==> src/rtl/cfm_pkg.sv <==
package cfm_pkg;

    localparam int unsigned CFM_REL_LO = 16;
    localparam int unsigned CFM_REL_HI = 32;

    typedef enum logic [1:0] {
        CM_OFF   = 2'd0,
        CM_FAULT = 2'd1,
        CM_HOLD  = 2'd2,
        CM_OK    = 2'd3
    } cm_state_e;

    typedef struct packed {
        logic done;
        logic pass;
    } win_res_t;

    function automatic int unsigned clamp_rel(input int unsigned req);
        if (req < CFM_REL_LO) return CFM_REL_LO;
        if (req > CFM_REL_HI) return CFM_REL_HI;
        return req;
    endfunction

    function automatic logic meets_min(input int unsigned cnt, input logic hit,
                                       input int unsigned min_edges);
        return (cnt + (hit ? 32'd1 : 32'd0)) >= min_edges;
    endfunction

    function automatic logic is_err(input cm_state_e st);
        return (st == CM_FAULT) || (st == CM_HOLD);
    endfunction

endpackage

==> src/rtl/cfm_sync.sv <==
module cfm_sync #(
    parameter int unsigned STAGES = 2
) (
    input  logic clk,
    input  logic rst,
    input  logic async_i,
    output logic rise_o
);
    localparam int unsigned NS = (STAGES < 2) ? 2 : STAGES;

    logic [NS-1:0] chain_q;
    logic          prev_q;

    always_ff @(posedge clk) begin
        if (rst) chain_q[0] <= 1'b0;
        else     chain_q[0] <= async_i;
    end

    for (genvar g = 1; g < NS; g++) begin : g_stage
        always_ff @(posedge clk) begin
            if (rst) chain_q[g] <= 1'b0;
            else     chain_q[g] <= chain_q[g-1];
        end
    end

    always_ff @(posedge clk) begin
        if (rst) prev_q <= 1'b0;
        else     prev_q <= chain_q[NS-1];
    end

    assign rise_o = chain_q[NS-1] & ~prev_q;
endmodule

==> src/rtl/cfm_window.sv <==
module cfm_window
    import cfm_pkg::*;
#(
    parameter int unsigned WIN_CYC   = 3277,
    parameter int unsigned MIN_EDGES = 10
) (
    input  logic     clk,
    input  logic     rst,
    input  logic     en_i,
    input  logic     rise_i,
    output win_res_t res_o
);
    localparam int unsigned WB = (WIN_CYC < 2) ? 1 : $clog2(WIN_CYC);
    localparam int unsigned EB = $clog2(MIN_EDGES + 1);
    localparam logic [WB-1:0] WIN_LAST = WB'(WIN_CYC - 1);
    localparam logic [EB-1:0] EDGE_SAT = EB'(MIN_EDGES);

    logic [WB-1:0] win_cnt_q;
    logic [EB-1:0] edge_cnt_q;
    win_res_t      res_q;
    logic          at_end;
    logic          enough;

    assign at_end = (win_cnt_q == WIN_LAST);
    assign enough = meets_min(32'(edge_cnt_q), rise_i, MIN_EDGES);

    always_ff @(posedge clk) begin
        if (rst || !en_i) begin
            win_cnt_q  <= '0;
            edge_cnt_q <= '0;
            res_q      <= '0;
        end else if (at_end) begin
            win_cnt_q  <= '0;
            edge_cnt_q <= '0;
            res_q.done <= 1'b1;
            res_q.pass <= enough;
        end else begin
            win_cnt_q <= win_cnt_q + 1'b1;
            if (rise_i && (edge_cnt_q != EDGE_SAT))
                edge_cnt_q <= edge_cnt_q + 1'b1;
            res_q <= '0;
        end
    end

    assign res_o = res_q;
endmodule

==> src/rtl/cfm_release.sv <==
module cfm_release
    import cfm_pkg::*;
#(
    parameter int unsigned REL_CYC = 16,
    parameter int unsigned RB      = 4
) (
    input  logic          clk,
    input  logic          rst,
    input  logic          en_i,
    input  win_res_t      res_i,
    output logic          err_o,
    output cm_state_e     state_o,
    output logic [RB-1:0] rel_cnt_o
);
    localparam logic [RB-1:0] REL_LAST = RB'(REL_CYC - 1);

    cm_state_e     st_q,  st_d;
    logic [RB-1:0] rel_q, rel_d;
    logic          win_fail;
    logic          win_ok;

    assign win_fail = res_i.done & ~res_i.pass;
    assign win_ok   = res_i.done &  res_i.pass;

    always_comb begin
        st_d  = st_q;
        rel_d = rel_q;
        if (!en_i) begin
            st_d  = CM_OFF;
            rel_d = '0;
        end else begin
            unique case (st_q)
                CM_OFF: begin
                    st_d  = CM_FAULT;
                    rel_d = '0;
                end
                CM_FAULT: begin
                    if (win_ok) begin
                        st_d  = CM_HOLD;
                        rel_d = '0;
                    end
                end
                CM_HOLD: begin
                    if (win_fail) begin
                        st_d  = CM_FAULT;
                        rel_d = '0;
                    end else if (rel_q == REL_LAST) begin
                        st_d  = CM_OK;
                        rel_d = '0;
                    end else begin
                        rel_d = rel_q + 1'b1;
                    end
                end
                CM_OK: begin
                    if (win_fail) st_d = CM_FAULT;
                end
                default: st_d = CM_OFF;
            endcase
        end
    end

    always_ff @(posedge clk) begin
        if (rst) begin
            st_q  <= CM_OFF;
            rel_q <= '0;
        end else begin
            st_q  <= st_d;
            rel_q <= rel_d;
        end
    end

    assign err_o     = is_err(st_q);
    assign state_o   = st_q;
    assign rel_cnt_o = rel_q;
endmodule

==> src/rtl/clk_freq_mon.sv <==
module clk_freq_mon
    import cfm_pkg::*;
#(
    parameter int unsigned WIN_CYC     = 3277,
    parameter int unsigned MIN_EDGES   = 10,
    parameter int unsigned REL_CYC     = 16,
    parameter int unsigned SYNC_STAGES = 2
) (
    input  logic clk,
    input  logic rst,
    input  logic mon_clk_i,
    input  logic mon_en_i,
    input  logic wdog_n_i,
    output logic shared_n_o
);
    localparam int unsigned REL_EFF = clamp_rel(REL_CYC);
    localparam int unsigned RB      = $clog2(REL_EFF);

    logic          mon_rise;
    win_res_t      win_res;
    logic          cm_err;
    cm_state_e     cm_state;
    logic [RB-1:0] rel_cnt;

    cfm_sync #(
        .STAGES (SYNC_STAGES)
    ) u_sync (
        .clk     (clk),
        .rst     (rst),
        .async_i (mon_clk_i),
        .rise_o  (mon_rise)
    );

    cfm_window #(
        .WIN_CYC   (WIN_CYC),
        .MIN_EDGES (MIN_EDGES)
    ) u_win (
        .clk    (clk),
        .rst    (rst),
        .en_i   (mon_en_i),
        .rise_i (mon_rise),
        .res_o  (win_res)
    );

    cfm_release #(
        .REL_CYC (REL_EFF),
        .RB      (RB)
    ) u_rel (
        .clk       (clk),
        .rst       (rst),
        .en_i      (mon_en_i),
        .res_i     (win_res),
        .err_o     (cm_err),
        .state_o   (cm_state),
        .rel_cnt_o (rel_cnt)
    );

    assign shared_n_o = wdog_n_i & ~cm_err;
endmodule

==> config.mk <==
export PLATFORM = sky130hd
export DESIGN_NAME = clk_freq_mon
export DESIGN_NICKNAME = d
export VERILOG_FILES = /design/src/rtl/cfm_pkg.sv /design/src/rtl/cfm_sync.sv /design/src/rtl/cfm_window.sv /design/src/rtl/cfm_release.sv /design/src/rtl/clk_freq_mon.sv
export SDC_FILE = /design/constraint.sdc
export NUM_CORES = 1
export LEC_CHECK = 0
export ABC_AREA = 0
export ABC_CLOCK_PERIOD_IN_PS = 2300
export BUFFER_PORTS_ARGS = -buffer_cell sky130_fd_sc_hd__buf_4
export CELL_PAD_IN_SITES_DETAIL_PLACEMENT = 1
export CELL_PAD_IN_SITES_GLOBAL_PLACEMENT = 2
export CORE_MARGIN = 2
export CORE_UTILIZATION = 37
export DETAILED_ROUTE_END_ITERATION = 16
export GPL_TIMING_DRIVEN = 0
export PLACE_DENSITY_LB_ADDON = 0.12
export SYNTH_ARGS = -nofsm -noshare
export SYNTH_HDL_FRONTEND = slang
export SYNTH_SLANG_ARGS = --single-unit
==> constraint.sdc <==
create_clock -name clk -period 2.3 [get_ports clk]
set_clock_uncertainty 0.2 [all_clocks]
set_input_delay 0.115 -clock clk [delete_from_list [all_inputs] [get_ports clk]]
set_output_delay 0.115 -clock clk [all_outputs]
set_load 0.02 [all_outputs]
## After elaboration in Yosys (flattened, before gate mapping)

Cells that the tools add are included.
Widths: inputs -> output; s select.

| storage, ports and cells | value |
|---|---|
| register bits after elaboration | 27 |
| input port bits | 5 |
| word-level logic and storage cells | 54 |

| cells by class | value |
|---|---|
| add/subtract/negate cells | 4 |
| magnitude comparators | 1 |
| equal/unequal tests | 9 |
| multiplexer cells | 11 |
| bitwise logic cells | 9 |
| reductions and logical operators | 11 |

Operator list:

| kind | count |
|---|---|
| $add 4x32->32 | 1 |
| $ge 32x4->1 const B | 1 |
| $add 12x1->12 const B | 1 |
| $eq 12x12->1 const B | 1 |
| $mux 4 | 3 |
| $pmux 4 s3 | 1 |
| $mux 2 | 5 |
| $add 4x1->4 const B | 2 |
| $pmux 2 s4 | 1 |
| $reduce_or 2->1 | 3 |
| $not 1->1 | 5 |
| $and 1x1->1 | 4 |
| $eq 2x2->1 const B | 2 |
| $eq 4x4->1 const B | 1 |
| $ne 2x1->1 const B | 2 |
| $ne 4x4->1 const B | 1 |
| $ne 3x1->1 const B | 1 |
| $reduce_and 3->1 | 1 |
| $reduce_bool 3->1 | 1 |
| $eq 2x1->1 const B | 1 |
| $logic_not 2->1 | 1 |
| $logic_or 1x1->1 | 2 |
| $reduce_and 2->1 | 1 |
| $logic_and 1x1->1 | 1 |
| 2 further kinds | 2 |

## Logic depth before layout (Yosys ltp)

| depth | value |
|---|---|
| depth after elaboration | 6 |
| depth in mapped cells | 7 |
| mapped depth without buffers | 7 |

## Cells and area by module

From an unflattened synthesis, not the netlist that was laid out.

| unflattened totals | value |
|---|---|
| cell total of the unflattened synthesis | 150 |
| area total of the unflattened synthesis | 1392.6 µm² |

Modules (own cells, without submodules):

| module | instances | cells each | area each (µm²) | seq. area each (µm²) |
|---|---|---|---|---|
| cfm_window | 1 | 98 | 899.6 | 360.3 |
| cfm_release | 1 | 44 | 391.6 | 120.1 |
| cfm_sync | 1 | 7 | 87.6 | 60.1 |
| clk_freq_mon | 1 | 1 | 13.8 | 0.0 |

## Worst setup path after synthesis

Ideal clock, no wire load.

| path | value |
|---|---|
| kind | reg2reg |
| start point | reg u_sync.chain_q[1] |
| end point | reg u_win.res_q (netlist bit u_win.res_o[0]) |
| data arrival time | 1427 ps |
| required time | 1986 ps |
| slack | 559 ps |
| stages on the path, launching flop included | 8 |
| buffers on the path | 0 |
| period minus slack after synthesis | 1741 ps |
| path through | dfxtp_1 -> nor2b_1 -> ha_1 -> ha_1 -> inv_1 -> a21oi_1 -> o22ai_1 -> a2111oi_0 |

| between the ends | value |
|---|---|
| longest elaborated chain between the ends | 4 |

RTL lines:

| element | RTL line | source |
|---|---|---|
| start: declaration | cfm_sync.sv:11 | `logic [NS-1:0] chain_q;` |
| start signal: indexed assignment | cfm_sync.sv:22 | `else chain_q[g] <= chain_q[g-1];` |
| $and 1x1->1 | cfm_sync.sv:31 | `assign rise_o = chain_q[NS-1] & ~prev_q;` |
| $mux 1 | cfm_pkg.sv:26 | `return (cnt + (hit ? 32'd1 : 32'd0)) >= min_edges;` |
| $add 4x32->32 | cfm_pkg.sv:26 |  |
| $ge 32x4->1 | cfm_pkg.sv:26 |  |
| end: declaration | cfm_window.sv:20 | `win_res_t res_q;` |

Every way passes these cells.
A chain may end at the register's enable or synchronous reset.

## Worst setup path after layout

Ends and elaborated chain as after synthesis.

==> flow_summary.json <==
{
  "status": "finished, final reports clean",
  "critPathMaxStageDelay_ns": 0.40,
  "critPathLaunchType": "flop",
  "setup_viol": 0,
  "ys_warn_count": 0,
  "placed_cell_area_um2": 1420,
  "die-area_um2": 4070,
  "worstReg2RegEnd": "u_win.res_o[0]",
  "synth_cells": 147,
  "synth_top_area_share_pct": 40.8,
  "slew_headroom_pct": 73.9,
  "hold_path_depth": 3,
  "layout_commonest_cell": "dfxtp_1",
  "post_cts_resized": 0,
  "rsz0062_at_grt": "no",
  "rows": 21,
  "drv_slew": 0,
  "grt_max_degree": 15,
  "fin_crit_sh_pct": 85.8,
  "end_kind": "flop",
  "grt_pass1_vias": 1129,
  "reg2reg_depth": 7,
  "critPathCapture": "u_win.res_o[0]",
  "yosys.area.top_type": "dfxtp_1",
  "vias": 1021,
  "overflow": 0,
  "cp_max_fo": 3,
  "cp_num_buf_inv": 1,
  "root_buffer": "clkbuf_4",
  "startpoint": "u_sync.chain_q[1]",
  "dpl.hpwl_mm": 2.09,
  "postCtsSetupBuffers": 0,
  "hold_violations": 0,
  "final_cell_area_um2": 1470,
  "nets": 176,
  "core_area_um2": 3390,
  "fin_tns_setup_ns": 0,
  "cpMostUsedCell": "ha_1",
  "ctsHtreeMaxLevel": 1,
  "ios": 6,
  "rrSetupSlack_ns": 0.33,
  "powerDensity_nw_per_um2": 503,
  "worstMarginPinSlew_ns": 0.382,
  "wl_mm": 2.67,
  "irDropWorstVdd_mv": 0.191,
  "path_clk_slew_ns": 0.15,
  "grt_pass1_wl_mm": 5.01,
  "area_growth_pct": 10.7,
  "n_antenna_cell": 0,
  "r2r-start": "u_sync.chain_q[1]",
  "numCtsBuffers": 3,
  "cts_tree": "built",
  "grt_use_total_pct": 15.5,
  "p_leak_nw": 0.559,
  "cp.required_ns": 2.30,
  "crit_family": "compound AO/OA/AOI/OAI gates",
  "hold_path_class": "primary input to flop",
  "final_cell_mix": "dfxtp_1 (27), nor2_1 (18), ha_1 (12)",
  "crit_type": "flop to flop",
  "viasPerCell": 5.00,
  "period_minus_slack_ns": 1.97,
  "cts.sinks": 27,
  "cts_hold_buffers": 2,
  "drc": 0,
  "cpMaxStageDelayCell": "a2111oi_0",
  "drive_gt1_share_pct": 8.23,
  "syn-cell-area_um2": 1320,
  "drt_iter0_markers": 27,
  "synthDistinctLibCells": 38,
  "antenna_left": 0,
  "clockBufferDepth": 2,
  "syn-num-nets": 164,
  "initial_core_util_pct": 39.1,
  "crit_chain": "nor2b_1 -> ha_1 -> ha_1 -> inv_1 -> a21oi_1 -> o22ai_1 -> a2111oi_0",
  "crit_arrival_ns": 1.97,
  "drt-pass1-iter-count": 4,
  "drv_cap": 0,
  "fp.dieH_um": 63.8,
  "synth.avg_cell_area_um2": 9.01,
  "port-buffer-count": 5,
  "gp_congestion": 0.723,
  "max_freq_mhz": 507,
  "cp_num_cells": 7,
  "insertion_delay_ns": 0.32,
  "synth-seq-area-share_pct": 40.8,
  "wire_per_inst_um": 13.1,
  "die_w_um": 63.8,
  "ys_ff_latch": 27,
  "antenna_found_initial": 0,
  "fin_util_pct": 43.2,
  "synth.top_cells.by_area": "dfxtp_1 (41%), ha_1 (11%), xor2_1 (6.6%)"
}
-- through the flow --
step | power [mW] | hold WS, ns | setup slack (ns) | cells
after floorplan | 0.520 | -0.0183 | 0.559 | 147
after global placement | 0.536 | 0.106 | 0.462 | 198
after detailed placement | 0.539 | 0.114 | 0.391 | 198
after CTS | 0.756 | 0.0177 | 0.312 | 204
after global routing | 0.781 | 0.0184 | 0.123 | 204
final | 0.737 | 0.0265 | 0.326 | 204
-- how the worst min path moves through the flow --
stage / from / endpoint
2_1_floorplan: rst / u_sync.prev_q
3_3_place_gp: rst / u_sync.prev_q
3_5_place_dp: rst / u_sync.prev_q
4_1_cts: mon_en_i / u_rel.state_o[0]
5_1_grt: mon_en_i / u_rel.state_o[0]
6_report: mon_en_i / u_rel.state_o[0]
-- logic make-up (layout without fill, tap and decap cells) --
logic type      count (synthesis)  in the layout  synth area share [%]
compound gates                 21             21                  10.8
xor+xnor                       12             12                  7.94
fa+ha+maj                      12             12                  11.3
buf+inv                        12             23                  3.50
flops                          27             27                  40.8
mux                             1              1                 0.756
simple gates                   62             62                  24.9
-- layout make-up --
type | count | area (um2)
Inverter | 9 | 33.8
Multi-Input combinational cell | 108 | 737
Clock buffer | 4 | 26.3
Tap cell | 46 | 57.6
Sequential cell | 27 | 541
Buffer | 3 | 12.5
Fill cell | 398 | 1920
Timing Repair Buffer | 7 | 57.6
-- report_power, final --
| part | leakage, nW | switching (mW) | internal, mW | total (mW) |
|---|---|---|---|---|
| Clock | 0.0150 | 0.139 | 0.0678 | 0.207 |
| Sequential | 0.219 | 0.00595 | 0.474 | 0.480 |
| Combinational | 0.325 | 0.0273 | 0.0234 | 0.0507 |
| Total | 0.559 | 0.172 | 0.565 | 0.737 |
-- Yosys cell counts --
cell and number:
a311oi_1 1, o21a_1 1, and2b_2 1, a21oi_1 9, mux2i_1 1, or4_1 1, a211oi_1 1, a2bb2oi_1 1
nor3b_1 1, and3_1 1, a21o_1 1, dfxtp_1 27, nand4_1 5, o211a_1 1, nand2b_1 2, clkbuf_1 2
nor3_1 1, nor2b_1 4, xnor2_1 2, nor4bb_1 1, nand2_1 10, nand4b_1 1, o22ai_1 1, a311oi_2 1
nand3_2 1, or3_2 1, or3_1 1, and4_1 2, ha_1 12, xor2_1 10, o21ai_0 2, a2111oi_0 1
nand3_1 7, nor2_1 18, inv_1 9, and2_1 4, o211ai_1 1, buf_2 1
-- metal layers --
| metal | global-route usage, % | vias up | share of wire, % |
|---|---|---|---|
| met3 | 3.70 | 2 | 2.4 |
| met1 | 18.8 | 488 | 48 |
| met5 | 0 | - | 0 |
| li1 | - | 523 | - |
| met2 | 28.0 | 8 | 49 |
| met4 | 2.45 | 0 | 0.79 |
-- registers in the layout, indices dropped and copies added (netlist names) --
signal / flops
u_win.edge_cnt_q: 4
u_win.res_o: 2
u_win.win_cnt_q: 12
u_sync.chain_q: 2
u_sync.prev_q: 1
u_rel.rel_cnt_o: 4
u_rel.state_o: 2
-- worst reg2reg max path: stages (launching register included) --
cell	delay, ns
dfxtp_1	0.34
nor2b_1	0.15
ha_1	0.22
ha_1	0.30
inv_1	0.04
a21oi_1	0.12
o22ai_1	0.08
a2111oi_0	0.40
No activity file was read; power rests on OpenSTA's default activity.
